### config.mk
export PLATFORM = sky130hd
export DESIGN_NAME = tc_trig_ctrl
export DESIGN_NICKNAME = d
export VERILOG_FILES = /design/src/rtl/tc_trig_pkg.sv /design/src/rtl/tc_ext_edge.sv /design/src/rtl/tc_trig_merge.sv /design/src/rtl/tc_counter.sv /design/src/rtl/tc_trig_ctrl.sv
export SDC_FILE = /design/constraint.sdc
export NUM_CORES = 1
export LEC_CHECK = 0
export ABC_AREA = 1
export BUFFER_PORTS_ARGS = -buffer_cell sky130_fd_sc_hd__buf_2
export CAP_MARGIN = 20
export CORE_ASPECT_RATIO = 1.75
export CORE_MARGIN = 1
export CORE_UTILIZATION = 50
export CTS_CLUSTER_DIAMETER = 40
export CTS_CLUSTER_SIZE = 30
export DETAILED_ROUTE_END_ITERATION = 7
export PLACE_DENSITY = 0.87
export SYNTH_ARGS = -nofsm -noshare
export SYNTH_HDL_FRONTEND = slang
export SYNTH_SLANG_ARGS = --single-unit
export TNS_END_PERCENT = 100
### constraint.sdc
create_clock -name clk -period 2.1 [get_ports clk]
set_input_delay 0.21 -clock clk [delete_from_list [all_inputs] [get_ports clk]]
set_output_delay 0.21 -clock clk [all_outputs]
set_load 0.02 [all_outputs]
### src/rtl/tc_trig_pkg.sv
// Shared types for the timer restart trigger controller.
package tc_trig_pkg;
    // External trigger edge selection encoding.
    typedef enum logic [1:0] {
        EDGE_NONE = 2'd0,
        EDGE_RISE = 2'd1,
        EDGE_FALL = 2'd2,
        EDGE_BOTH = 2'd3
    } edge_sel_e;
endpackage

### src/rtl/tc_ext_edge.sv
// External trigger front end.
// What it does: synchronizes two asynchronous pins, selects one of them,
// and detects the programmed edge on it.
// Assumes: pins hold each level for more than one clk period; SYNC_STAGES >= 2.
module tc_ext_edge
    import tc_trig_pkg::*;
#(
    parameter int SYNC_STAGES = 2
) (
    input  logic       clk,
    input  logic       rst_n,
    input  logic       pin_a,
    input  logic       pin_b,
    input  logic       ext_sel,
    input  logic [1:0] ext_edge,
    output logic       ext_hit
);
    localparam int CHAIN_W = SYNC_STAGES + 1;
    localparam int NUM_PINS = 2;

    logic [NUM_PINS-1:0] pins;
    logic [NUM_PINS-1:0] synced;
    logic [NUM_PINS-1:0] prev;

    assign pins = {pin_b, pin_a};

    // One synchronizer chain per pin, plus one extra flop holding the previous level.
    for (genvar gi = 0; gi < NUM_PINS; gi++) begin : g_sync
        logic [CHAIN_W-1:0] chain;
        // Purpose: shift the pin level through the sync and history flops.
        always_ff @(posedge clk) begin
            if (!rst_n) chain <= '0;
            else        chain <= {chain[CHAIN_W-2:0], pins[gi]};
        end
        assign synced[gi] = chain[SYNC_STAGES-1];
        assign prev[gi]   = chain[SYNC_STAGES];
    end

    logic sel_now, sel_old, rise, fall;
    edge_sel_e mode;

    assign sel_now = ext_sel ? synced[1] : synced[0];
    assign sel_old = ext_sel ? prev[1]   : prev[0];
    assign rise    = sel_now & ~sel_old;
    assign fall    = ~sel_now & sel_old;
    assign mode    = edge_sel_e'(ext_edge);

    // Purpose: decode the programmed edge into a trigger hit.
    always_comb begin
        unique case (mode)
            EDGE_RISE: ext_hit = rise;
            EDGE_FALL: ext_hit = fall;
            EDGE_BOTH: ext_hit = rise | fall;
            default:   ext_hit = 1'b0;
        endcase
    end

    p_none_quiet_r7: assert property (@(posedge clk) disable iff (!rst_n)
        (ext_edge == 2'd0) |-> !ext_hit);
    p_rise_level_r7: assert property (@(posedge clk) disable iff (!rst_n)
        (ext_edge == 2'd1 && ext_hit) |-> sel_now);
    p_fall_level_r7: assert property (@(posedge clk) disable iff (!rst_n)
        (ext_edge == 2'd2 && ext_hit) |-> !sel_now);
endmodule

### src/rtl/tc_trig_merge.sv
// Trigger merge and pending logic.
// What it does: ORs all restart sources into one pending flag. The counter
// restarts on the first enable pulse that sees a pending or current request.
// Assumes: the strobes are one clk wide; cnt_en is a single-cycle pulse.
module tc_trig_merge (
    input  logic clk,
    input  logic rst_n,
    input  logic cnt_en,
    input  logic sw_trig,
    input  logic sync_trig,
    input  logic rc_hit,
    input  logic ext_hit,
    output logic pending,
    output logic restart
);
    logic any_req;

    assign any_req = sw_trig | sync_trig | rc_hit | ext_hit;
    assign restart = cnt_en & (pending | any_req);

    // Purpose: hold requests until the next counting-clock enable consumes them.
    always_ff @(posedge clk) begin
        if (!rst_n)      pending <= 1'b0;
        else if (cnt_en) pending <= 1'b0;
        else if (any_req) pending <= 1'b1;
    end

    p_req_sets_r2: assert property (@(posedge clk) disable iff (!rst_n)
        (any_req && !cnt_en) |=> pending);
    p_hold_r9: assert property (@(posedge clk) disable iff (!rst_n)
        (pending && !cnt_en) |=> pending);
    p_consume_r9: assert property (@(posedge clk) disable iff (!rst_n)
        cnt_en |=> !pending);
endmodule

### src/rtl/tc_counter.sv
// Channel up-counter.
// What it does: counts on enable pulses, clears on restart, and wraps at full scale.
// Assumes: restart is only asserted together with cnt_en.
module tc_counter #(
    parameter int CNT_W = 16
) (
    input  logic             clk,
    input  logic             rst_n,
    input  logic             cnt_en,
    input  logic             restart,
    output logic [CNT_W-1:0] count
);
    localparam logic [CNT_W-1:0] ONE = CNT_W'(1);

    // Purpose: clear on restart, otherwise increment on an enable pulse.
    always_ff @(posedge clk) begin
        if (!rst_n)       count <= '0;
        else if (restart) count <= '0;
        else if (cnt_en)  count <= count + ONE;
    end

    p_hold_r10: assert property (@(posedge clk) disable iff (!rst_n)
        !cnt_en |=> $stable(count));
    p_incr_r10: assert property (@(posedge clk) disable iff (!rst_n)
        (cnt_en && !restart) |=> (count == $past(count) + ONE));
    p_clear_r11: assert property (@(posedge clk) disable iff (!rst_n)
        (cnt_en && restart) |=> (count == '0));
endmodule

### src/rtl/tc_trig_ctrl.sv
// Timer channel restart trigger controller (top).
// What it does: combines the software, sync, compare and external restart
// sources and drives the channel counter.
// Assumes: cnt_en comes from clock selection logic outside this block.
module tc_trig_ctrl #(
    parameter int CNT_W       = 16,
    parameter int SYNC_STAGES = 2
) (
    input  logic             clk,
    input  logic             rst_n,
    input  logic             cnt_en,
    input  logic             sw_trig,
    input  logic             sync_trig,
    input  logic             rc_trig_en,
    input  logic [CNT_W-1:0] rc_value,
    input  logic             ext_sel,
    input  logic [1:0]       ext_edge,
    input  logic             pin_a,
    input  logic             pin_b,
    output logic [CNT_W-1:0] count,
    output logic             trig_pending
);
    logic ext_hit, rc_hit, restart;

    // Compare match is a restart source only when enabled.
    assign rc_hit = rc_trig_en && (count == rc_value);

    tc_ext_edge #(.SYNC_STAGES(SYNC_STAGES)) u_edge (
        .clk(clk), .rst_n(rst_n), .pin_a(pin_a), .pin_b(pin_b),
        .ext_sel(ext_sel), .ext_edge(ext_edge), .ext_hit(ext_hit)
    );

    tc_trig_merge u_merge (
        .clk(clk), .rst_n(rst_n), .cnt_en(cnt_en), .sw_trig(sw_trig),
        .sync_trig(sync_trig), .rc_hit(rc_hit), .ext_hit(ext_hit),
        .pending(trig_pending), .restart(restart)
    );

    tc_counter #(.CNT_W(CNT_W)) u_cnt (
        .clk(clk), .rst_n(rst_n), .cnt_en(cnt_en), .restart(restart), .count(count)
    );

    p_rc_restart_r4: assert property (@(posedge clk) disable iff (!rst_n)
        (rc_trig_en && count == rc_value && cnt_en) |=> (count == '0));
    p_rc_ignored_r5: assert property (@(posedge clk) disable iff (!rst_n)
        (!rc_trig_en && !sw_trig && !sync_trig && !ext_hit && !trig_pending && cnt_en)
        |=> (count == $past(count) + CNT_W'(1)));
endmodule

==> flow_summary_export.csv <==
group,metric,value,unit
sta,fmax,585,MHz
final_layout,syn2layout_area_growth,18.6,%
grt,grt_pass1_wl,4690,um
clock_network,cts-resized-gates,0,
grt,grt_max_degree,18,
power,p_per_area,485,nW/um^2
final_layout,drive_gt1_share,29.8,%
clock_network,htreeDepth,1,
clock_network,cts.clk_slew.worst_paths,0.08,ns
final_layout,layout_common_cells,"61 x nand2_1, 43 x buf_2, 36 x inv_1",
clock_network,ctsHoldBuffers,0,
sta,period_share,81.4,%
setup_path,worstPathMaxFanout,16,
synth,avgSynthCellArea,6.85,um^2
floorplanning,initial_utilization,53.0,%
clock_network,clk_latency,0.26,ns
routing,antenna_left,0,
clock_network,cts_buffers,3,
setup_path,arrival,1.89,ns
clock_network,clockBufferDepth,2,
floorplanning,rows,25,
synth,ys_warn_count,0,
placed_design,dp_hpwl,2270,um
floorplanning,ios,44,
power,power,819,uW
sta,fin_skew,0.00350,ns
clock_network,clock_sinks,23,
sta,hold_viol,0,
routing,wl_per_cell,10.0,um
grt,track_usage,19.2,%
grt,grt-ovfl-total,0,
synth,synth_flop_cell,"dfxtp_1",
routing,firstDrtPassIters,4,
setup_path,critPathKind,"reg2reg",
setup_path,cpPeakStageDelay,0.31,ns
sta,fin_setup_tns,0,ns
floorplanning,dieHeight,72.6,um
outcome,status,"finished, final reports clean",
synth,postSynthRegisterBits,23,
sta,worst_slew_pin_slew,0.761,ns
flow_run,drv.max_cap_violation_count,0,
routing,drt_iter0_drc,30,
synth,synth_seq_area_share,32.3,%
worst_hold_path,hold_path_class,"in2reg",
clock_network,cts_setup_buffers,0,
routing,drc,0,
synth,netlist.area_leader.share,32.3,%
synth,synth.area.top_cells,"dfxtp_1 32%, nand2_1 16%, inv_1 9.5%",
final_layout,fillers,264,
floorplanning,core,2690,um^2
floorplanning,die_w,42.4,um
synth,synth-edff-count,0,
setup_path,end_kind,"flop",
sta,slew_viol_final,0,
synth,async_flop_share,0,%
floorplanning,dieArea,3080,um^2
clock_network,cts_tree,"yes",
sta,finalSetupViolCount,0,
synth,synth_area_leader_cell,"dfxtp_1",
setup_path,cp_slowest_cell,"dfxtp_1",
routing,viasPerCell,4.95,
synth,syn-num-nets,238,
placed_design,io_buffers,43,
placed_design,gp_congestion,0.858,
routing,drt-total-wl,2790,um
synth,yosysUniqueCellTypes,26,
setup_path,worst_setup_path_start_kind,"flop",
sta,timing.final.crit_period,1.71,ns
routing,vias,1382,
setup_path,crit_required,2.28,ns
power,p_leak,0.000866,uW
setup_path,crit_chain,"o21ai_0 -> inv_1 -> ha_1 -> nand3b_1 -> nand2_1 -> nor2_1 -> nand3_4 -> a21oi_1",
synth,syn_inst,208,
synth,syn-cell-area,1430,um^2
grt,grt_antenna_before_repair,0,
final_layout,antenna_cells,0,
clock_network,cts_root_buf,"clkbuf_8",
final_layout,fin_nets,283,
sta,rsz0062_at_grt,"no",
final_layout,final_common_cell,"nand2_1",
grt,grt_pass1_vias,1245,
power,irDropWorstVdd,0.553,mV
sta,slew_headroom,49.2,%
==> final cells by class <==
class                           instances  area [um^2]  area share, %
Sequential cell                        23          460           27.2
Timing Repair Buffer                   43          215           12.7
Clock inverter                          1         5.00          0.296
Tap cell                               27         33.8           2.00
Inverter                               43          161           9.55
Multi-Input combinational cell        139          773           45.7
Clock buffer                            3         41.3           2.44
==> logic make-up after synthesis <==
logic type               count (synthesis)  share of synthesized area, %
AO/OA/AOI/OAI                           23                          10.9
buffers and inverters                   46                          13.4
AND/OR/NAND/NOR                         98                          31.5
flip-flops                              23                          32.3
adder cells (fa/ha/maj)                  3                          2.63
XOR/XNOR                                15                          9.22
==> layer usage <==
layer	wire (um)	track usage [%]	vias to the layer above	share of wire, %
met2	1570	39.0	33	56
li1	-	-	717	-
met1	1080	19.0	628	39
met3	90	1.73	4	3.2
met4	52	7.64	0	1.9
met5	0	0	-	0
==> final timing paths <==
check,from,endpoint,slack [ns],cells past startpoint
max,u_edge.g_sync[0].chain[1],u_cnt.count[12],0.39,8
min,pin_a,u_edge.g_sync[0].chain[0],0.13,3
max reg2reg,u_edge.g_sync[0].chain[1],u_cnt.count[12],0.39,8
min reg2reg,u_edge.g_sync[1].chain[0],u_edge.g_sync[1].chain[1],0.42,2
==> registers in the layout (all words and copies together) (netlist names) <==
signal / flops
u_cnt.count: 16
u_edge.g_sync.chain: 6
u_merge.pending: 1
==> power by group <==
group          total, uW  leakage (uW)  internal, uW  switching [uW]
registers            449      0.000187           444            5.10
clock network        266     0.0000255           132             134
logic                104      0.000654          43.8            59.8
==> per-stage QoR <==
| step | cells | hold slack [ns] | instance area, um^2 | util, % | setup slack, ns |
|---|---|---|---|---|---|
| after detailed placement | 275 | 0.399 | 1640 | 61.1 | 0.378 |
| final | 279 | 0.132 | 1690 | 62.8 | 0.390 |
| after global placement | 275 | 0.392 | 1640 | 61.1 | 0.460 |
| after global routing | 279 | 0.136 | 1690 | 62.8 | 0.210 |
| after floorplan | 208 | 0.308 | 1430 | - | 0.570 |
| after CTS | 279 | 0.131 | 1690 | 62.8 | 0.374 |
==> Yosys cell counts, types with 4 or more instances <==
cell	number
a21oi_1	8
a21oi_2	10
dfxtp_1	23
inv_1	36
inv_2	6
nand2_1	61
nand3_1	5
nor2_1	14
nor2_2	4
xnor2_1	5
xor2_1	10
==> critical path: cells and delay by family, from the launching register on <==
| kind | cells | cell delay [ns] |
|---|---|---|
| simple gates | 4 | 0.61 |
| compound gates | 2 | 0.44 |
| flops | 1 | 0.31 |
| fa+ha+maj | 1 | 0.20 |
| buf+inv | 1 | 0.07 |
Power figures use the tool's default switching activity.
